===== config.mk =====
export PLATFORM = sky130hd
export DESIGN_NAME = pcrel_shload
export DESIGN_NICKNAME = d
export VERILOG_FILES = /design/src/rtl/pcrel_shload_pkg.sv /design/src/rtl/pcrel_shload_decode.sv /design/src/rtl/pcrel_shload_agen.sv /design/src/rtl/pcrel_shload_seq.sv /design/src/rtl/pcrel_shload.sv
export SDC_FILE = /design/constraint.sdc
export NUM_CORES = 1
export LEC_CHECK = 0
export BUFFER_PORTS_ARGS = -buffer_cell sky130_fd_sc_hd__buf_2
export CORE_MARGIN = 5
export CORE_UTILIZATION = 57
export DETAILED_ROUTE_END_ITERATION = 8
export PLACE_DENSITY = 0.95
export SLEW_MARGIN = 10
export SYNTH_ARGS = -nofsm -noshare
export SYNTH_HDL_FRONTEND = slang
export SYNTH_SLANG_ARGS = --single-unit

===== constraint.sdc =====
create_clock -name clk -period 11 [get_ports clk]
set_input_delay 2.2 -clock clk [delete_from_list [all_inputs] [get_ports clk]]
set_output_delay 2.2 -clock clk [all_outputs]
set_load 0.01 [all_outputs]

===== src/rtl/pcrel_shload_pkg.sv =====
`timescale 1ns/1ps
package pcrel_shload_pkg;

  typedef enum logic [1:0] {
    CLS_OK    = 2'd0,
    CLS_OTHER = 2'd1,
    CLS_UNDEF = 2'd2
  } cls_e;

  typedef enum logic [1:0] {
    ST_IDLE = 2'd0,
    ST_REQ  = 2'd1,
    ST_WAIT = 2'd2
  } st_e;

  localparam int IMM_W = 12;
  localparam int IDX_W = 4;

  typedef struct packed {
    cls_e              cls;
    logic              up;
    logic [IDX_W-1:0]  rt;
    logic [IMM_W-1:0]  imm;
  } dec_t;

endpackage


===== src/rtl/pcrel_shload_decode.sv =====
`timescale 1ns/1ps
module pcrel_shload_decode
  import pcrel_shload_pkg::*;
(
  input  logic        fmt_b_i,
  input  logic [31:0] instr_i,
  output dec_t        dec_o
);
  // fixed-field masks and expected values per layout
  localparam logic [31:0] FA_MASK  = 32'h0E5F_00F0;
  localparam logic [31:0] FA_MATCH = 32'h005F_00F0;
  localparam logic [31:0] FB_MASK  = 32'hFF7F_0000;
  localparam logic [31:0] FB_MATCH = 32'hF93F_0000;

  logic fix_a_ok, fix_b_ok, pre_bit, wb_bit, rt_all_ones;

  assign fix_a_ok    = ((instr_i & FA_MASK) == FA_MATCH) && (instr_i[31:28] != 4'hF);
  assign fix_b_ok    = ((instr_i & FB_MASK) == FB_MATCH);
  assign pre_bit     = instr_i[24];
  assign wb_bit      = instr_i[21];
  assign rt_all_ones = (instr_i[15:12] == 4'hF);

  always_comb begin
    dec_o     = '0;
    dec_o.up  = instr_i[23];
    dec_o.rt  = instr_i[15:12];
    dec_o.cls = CLS_OK;
    if (!fmt_b_i) begin
      dec_o.imm = {4'h0, instr_i[11:8], instr_i[3:0]};
      if (!fix_a_ok)                          dec_o.cls = CLS_UNDEF;
      else if (!pre_bit && wb_bit)            dec_o.cls = CLS_OTHER;
      else if (!pre_bit || wb_bit || rt_all_ones) dec_o.cls = CLS_UNDEF;
    end else begin
      dec_o.imm = instr_i[11:0];
      if (!fix_b_ok)        dec_o.cls = CLS_UNDEF;
      else if (rt_all_ones) dec_o.cls = CLS_OTHER;
    end
  end
endmodule


===== src/rtl/pcrel_shload_agen.sv =====
`timescale 1ns/1ps
module pcrel_shload_agen #(
  parameter int XLEN       = 32,
  parameter int IMM_W      = 12,
  parameter int PC_OFS_A   = 8,
  parameter int PC_OFS_B   = 4,
  parameter int ALIGN_BITS = 2
) (
  input  logic             fmt_b_i,
  input  logic [XLEN-1:0]  iaddr_i,
  input  logic             up_i,
  input  logic [IMM_W-1:0] imm_i,
  output logic [XLEN-1:0]  addr_o
);
  localparam logic [XLEN-1:0] LOW_ONES   = XLEN'((64'd1 << ALIGN_BITS) - 64'd1);
  localparam logic [XLEN-1:0] ALIGN_MASK = ~LOW_ONES;

  logic [XLEN-1:0] pc_val, base, ext_imm;

  assign pc_val  = iaddr_i + (fmt_b_i ? XLEN'(PC_OFS_B) : XLEN'(PC_OFS_A));
  assign base    = pc_val & ALIGN_MASK;
  assign ext_imm = XLEN'(imm_i);
  assign addr_o  = up_i ? (base + ext_imm) : (base - ext_imm);
endmodule


===== src/rtl/pcrel_shload_seq.sv =====
`timescale 1ns/1ps
module pcrel_shload_seq
  import pcrel_shload_pkg::*;
#(
  parameter int XLEN   = 32,
  parameter int DATA_W = 16,
  parameter int RIDX_W = 4
) (
  input  logic              clk,
  input  logic              rst,
  input  logic              start_i,
  input  logic              cond_ok_i,
  input  cls_e              cls_i,
  input  logic [XLEN-1:0]   addr_i,
  input  logic [RIDX_W-1:0] rt_i,
  output logic              mem_req_o,
  output logic [XLEN-1:0]   mem_addr_o,
  input  logic              mem_gnt_i,
  input  logic              mem_rvalid_i,
  input  logic [DATA_W-1:0] mem_rdata_i,
  output logic              wr_en_o,
  output logic [RIDX_W-1:0] wr_idx_o,
  output logic [XLEN-1:0]   wr_data_o,
  output logic              done_o,
  output logic              other_o,
  output logic              undef_o,
  output logic              busy_o
);
  localparam int EXT_W = XLEN - DATA_W;

  st_e               st;
  logic              req_q, wr_q, done_q, oth_q, und_q;
  logic [XLEN-1:0]   addr_q, data_q;
  logic [RIDX_W-1:0] idx_q;
  logic [XLEN-1:0]   sext;

  assign sext = {{EXT_W{mem_rdata_i[DATA_W-1]}}, mem_rdata_i};

  always_ff @(posedge clk) begin
    if (rst) begin
      st     <= ST_IDLE;
      req_q  <= 1'b0;
      addr_q <= '0;
      idx_q  <= '0;
      data_q <= '0;
      wr_q   <= 1'b0;
      done_q <= 1'b0;
      oth_q  <= 1'b0;
      und_q  <= 1'b0;
    end else begin
      wr_q   <= 1'b0;
      done_q <= 1'b0;
      oth_q  <= 1'b0;
      und_q  <= 1'b0;
      case (st)
        ST_IDLE: begin
          if (start_i) begin
            if (!cond_ok_i) begin
              done_q <= 1'b1;
            end else if (cls_i == CLS_OTHER) begin
              done_q <= 1'b1;
              oth_q  <= 1'b1;
            end else if (cls_i == CLS_UNDEF) begin
              done_q <= 1'b1;
              und_q  <= 1'b1;
            end else begin
              st     <= ST_REQ;
              req_q  <= 1'b1;
              addr_q <= addr_i;
              idx_q  <= rt_i;
            end
          end
        end
        ST_REQ: begin
          if (mem_gnt_i) begin
            st    <= ST_WAIT;
            req_q <= 1'b0;
          end
        end
        ST_WAIT: begin
          if (mem_rvalid_i) begin
            st     <= ST_IDLE;
            wr_q   <= 1'b1;
            done_q <= 1'b1;
            data_q <= sext;
          end
        end
        default: st <= ST_IDLE;
      endcase
    end
  end

  assign mem_req_o  = req_q;
  assign mem_addr_o = addr_q;
  assign wr_en_o    = wr_q;
  assign wr_idx_o   = idx_q;
  assign wr_data_o  = data_q;
  assign done_o     = done_q;
  assign other_o    = oth_q;
  assign undef_o    = und_q;
  assign busy_o     = (st != ST_IDLE);
endmodule


===== src/rtl/pcrel_shload.sv =====
`timescale 1ns/1ps
module pcrel_shload
  import pcrel_shload_pkg::*;
#(
  parameter int XLEN     = 32,
  parameter int DATA_W   = 16,
  parameter int PC_OFS_A = 8,
  parameter int PC_OFS_B = 4
) (
  input  logic              clk,
  input  logic              rst,
  input  logic              start_i,
  input  logic              fmt_b_i,
  input  logic [31:0]       instr_i,
  input  logic [XLEN-1:0]   iaddr_i,
  input  logic              cond_ok_i,
  output logic              mem_req_o,
  output logic [XLEN-1:0]   mem_addr_o,
  input  logic              mem_gnt_i,
  input  logic              mem_rvalid_i,
  input  logic [DATA_W-1:0] mem_rdata_i,
  output logic              wr_en_o,
  output logic [IDX_W-1:0]  wr_idx_o,
  output logic [XLEN-1:0]   wr_data_o,
  output logic              done_o,
  output logic              other_o,
  output logic              undef_o,
  output logic              busy_o
);
  dec_t            dec;
  logic [XLEN-1:0] eff_addr;

  pcrel_shload_decode u_dec (
    .fmt_b_i (fmt_b_i),
    .instr_i (instr_i),
    .dec_o   (dec)
  );

  pcrel_shload_agen #(
    .XLEN       (XLEN),
    .IMM_W      (IMM_W),
    .PC_OFS_A   (PC_OFS_A),
    .PC_OFS_B   (PC_OFS_B),
    .ALIGN_BITS (2)
  ) u_agen (
    .fmt_b_i (fmt_b_i),
    .iaddr_i (iaddr_i),
    .up_i    (dec.up),
    .imm_i   (dec.imm),
    .addr_o  (eff_addr)
  );

  pcrel_shload_seq #(
    .XLEN   (XLEN),
    .DATA_W (DATA_W),
    .RIDX_W (IDX_W)
  ) u_seq (
    .clk          (clk),
    .rst          (rst),
    .start_i      (start_i),
    .cond_ok_i    (cond_ok_i),
    .cls_i        (dec.cls),
    .addr_i       (eff_addr),
    .rt_i         (dec.rt),
    .mem_req_o    (mem_req_o),
    .mem_addr_o   (mem_addr_o),
    .mem_gnt_i    (mem_gnt_i),
    .mem_rvalid_i (mem_rvalid_i),
    .mem_rdata_i  (mem_rdata_i),
    .wr_en_o      (wr_en_o),
    .wr_idx_o     (wr_idx_o),
    .wr_data_o    (wr_data_o),
    .done_o       (done_o),
    .other_o      (other_o),
    .undef_o      (undef_o),
    .busy_o       (busy_o)
  );
endmodule


==> flow_metrics.env <==
export IMPL_synth_compound_area_share_pct=19.43
export IMPL_yosys_top_cells_area="dfxtp_1 (23%), ha_1 (6.1%), nand2_1 (6.0%), xnor2_1 (4.9%), a21oi_1 (4.5%)"
export IMPL_grt_met1_usage_pct=31.18
export IMPL_crit_arrival_ns=6.75
export IMPL_cts_htree_levels=3
export IMPL_start_util_pct=58.64
export IMPL_worst_setup_path_end_kind="flip-flop"
export IMPL_synth_top_area_cell="dfxtp_1"
export IMPL_cp_required_ns=11.27
export IMPL_synthAdderAreaFrac_pct=6.866
export IMPL_synthMuxAreaShare_pct=1.656
export IMPL_cts_tree="built"
export IMPL_setup_tns_ns=0
export IMPL_finalCritPeriodShare_pct=58.84
export IMPL_fin_crit_ns=6.473
export IMPL_netlist_instances=664
export IMPL_layout_common_cells="buf_2 (158), nand2_1 (82), dfxtp_1 (59)"
export IMPL_seqPwrFrac_pct=39.3
export IMPL_postCtsResizedCells=0
export IMPL_ir_drop_mv=0.05666
export IMPL_coreArea_um2=8763
export IMPL_antenna_found_initial=0
export IMPL_reg2regPathDepth=5
export IMPL_synthFlopType="dfxtp_1"
export IMPL_io_buffer_count=158
export IMPL_skew_ns=0.005571
export IMPL_post_drt_wl_per_cell_um=15.15
export IMPL_crit_type="in -> reg"
export IMPL_grt_pass1_wl_um=22370
export IMPL_r2r_slack_ns=8.48
export IMPL_met2_usage_pct=39.52
export IMPL_final_setup_viol_count=0
export IMPL_postCtsSetupBuffers=0
export IMPL_clk_pin_slew_ns=0.07
export IMPL_reg2reg_to="u_seq.mem_addr_o[27]"
export IMPL_num_rows=34
export IMPL_die_x_um=105.0
export IMPL_num_fill_cells=741
export IMPL_status="finished clean"
export IMPL_synth_seq_cells=59
export IMPL_layout_commonest_cell="buf_2"
export IMPL_grt_max_degree=63
export IMPL_fin_hold_ws_ns=0.4526
export IMPL_cts_root_buf="clkbuf_8"
export IMPL_gr_usage_all_layers_pct=23.89
export IMPL_cts_hold_buf=0
export IMPL_synth_edf_count=0
export IMPL_die_h_um=105.0
export IMPL_antenna_cells=0
export IMPL_cts_buffers=9
export IMPL_drt_iter0_drc=427
export IMPL_cts_buffer_depth=2
export IMPL_finish_utilization_pct=68.02
export IMPL_synth_cell_type_count=80
export IMPL_synthesis_nets=778
export IMPL_place_hpwl_um=10970
export IMPL_rr_startpoint="u_seq.st[1]"
export IMPL_fmax_ghz=0.1545
export IMPL_synth_simple_area_share_pct=32.48
export IMPL_yosys_warnings=0
export IMPL_startpoint_type="primary input"
export IMPL_intPower_uw=375.2
export IMPL_clk_latency_ns=0.33
export IMPL_slew_headroom_pct=27.33
export IMPL_gp_congestion=0.9170
export IMPL_synth_top_family_by_area="simple AND/OR/NAND/NOR gates"
export IMPL_drv_slew=0
export IMPL_swShare_pct=31.09
export IMPL_drive_gt1_share_pct=26.61
export IMPL_switchingPower_uw=169.3
export IMPL_p_leak_nw=2.524
export IMPL_hp_class="reg -> reg"
export IMPL_rsz0062_at_grt="no"
export IMPL_antenna_left=0
export IMPL_power_density_nw_per_um2=91.35
export IMPL_synthArstFlopShare_pct=0
export IMPL_area_delta_synth_final_pct=16.00
export IMPL_busiest_layer="met2"
export IMPL_final_hold_violation_count=0
export IMPL_ios=161
export IMPL_synthXorXnorAreaFrac_pct=8.181
export IMPL_drt_wl_total_um=13650
export IMPL_worstHoldStart="u_seq.wr_data_o[9]"
export IMPL_grt_pass1_vias=4776
export IMPL_syn_cell_area_um2=5139
export IMPL_yosys_area_top_type_share_pct=22.99
export IMPL_holdPathStages=2
export IMPL_vias=5325
export IMPL_clockPowerShare_pct=34.6
export IMPL_vias_per_cell=5.910
export IMPL_nNetsFinal=902
export IMPL_grt_util_met3_pct=3.946
export IMPL_die_area_um2=11010
export IMPL_avgSynthCellArea_um2=7.739
export IMPL_drv_cap=0
export IMPL_combPwrFrac_pct=26.1
export IMPL_firstDrtPassIters=6
export IMPL_route_detailed_drc=0
export IMPL_cp_max_fo=12
export IMPL_cts_sinks=59
export IMPL_min_to="u_seq.wr_data_o[9]"
export IMPL_tightest_slew_ns=1.090
export IMPL_grt_ovfl_total=0
export IMPL_ys_seq_area_share_pct=22.99
## per-stage QoR
step	power (mW)	worst slack (ns)	cells	instance area, um^2
floorplan	0.3161	4.890	664	5139
global route	0.5748	4.343	901	5961
detailed placement	0.3575	4.279	885	5768
CTS	0.5465	4.616	901	5961
global placement	0.3536	4.358	885	5768
finish	0.5445	4.527	901	5961
## Yosys cell counts, types with 7 or more instances
library cell / count
a211oi_1: 26
a21oi_1: 46
a31oi_1: 7
and3_1: 10
buf_4: 17
clkbuf_1: 16
clkbuf_8: 7
dfxtp_1: 59
ha_1: 25
inv_1: 30
nand2_1: 82
nand3_1: 23
nand4_1: 19
nor2_1: 56
nor2b_1: 7
nor3_1: 16
nor4_1: 15
o21ai_0: 14
or3_1: 10
xnor2_1: 29
xor2_1: 19
## area by class of cell
class                   count  area [um^2]  share of cell area, %
clock buffers               9        123.9                  2.078
well taps                 108        135.1                  2.267
flip-flops and latches     59         1181                  19.82
multi-input cells         528         3533                  59.28
inverters                  30        112.6                  1.889
clock inverters             7        68.82                  1.154
repair buffers            160        805.8                  13.52
## power by group through the flow
stage	clock network, mW	logic [mW]	registers [mW]
2_1_floorplan	0	0.0971	0.219
3_3_place_gp	0	0.135	0.219
3_5_place_dp	0	0.139	0.219
4_1_cts	0.193	0.139	0.214
5_1_grt	0.205	0.155	0.214
6_report	0.189	0.142	0.214
## critical path, stage by stage
cell	delay (ns)
buf_2	0.23
inv_1	0.13
ha_1	0.32
a21oi_1	0.42
nor2_1	0.23
and3_2	0.28
and3_1	0.18
xor2_1	0.16
ha_1	0.38
or3_1	0.41
o31ai_1	0.63
o21ai_0	0.27
o21a_1	0.30
or4b_1	0.52
nand3_1	0.09
## metal layers
layer | part of all wire (%) | up-vias
met3 | 8.3 | 33
met1 | 43 | 2368
met5 | 0 | -
met2 | 46 | 274
met4 | 2.8 | 0
li1 | - | 2650
## worst max path at each step
stage            start                    to  slack, ns
2_1_floorplan  fmt_b_i  u_seq.mem_addr_o[27]       4.89
5_1_grt        fmt_b_i  u_seq.mem_addr_o[27]       4.34
3_3_place_gp   fmt_b_i  u_seq.mem_addr_o[27]       4.36
3_5_place_dp   fmt_b_i  u_seq.mem_addr_o[27]       4.28
4_1_cts        fmt_b_i  u_seq.mem_addr_o[27]       4.62
6_report       fmt_b_i  u_seq.mem_addr_o[27]       4.53
## sequential cells by signal, summed over array words and instances (netlist names)
signal / count
u_seq.wr_en_o: 1
u_seq.mem_req_o: 1
u_seq.undef_o: 1
u_seq.wr_idx_o: 4
u_seq.wr_data_o: 16
u_seq.other_o: 1
u_seq.done_o: 1
u_seq.mem_addr_o: 32
u_seq.st: 2
## cells by family (layout without fill, tap and decap cells)
logic type | count (synthesis) | in the layout
compound gates | 148 | 148
xor+xnor | 48 | 48
fa+ha+maj | 27 | 27
buf+inv | 77 | 206
flops | 59 | 59
mux | 8 | 8
simple gates | 297 | 297
Power figures use the tool's default switching activity.
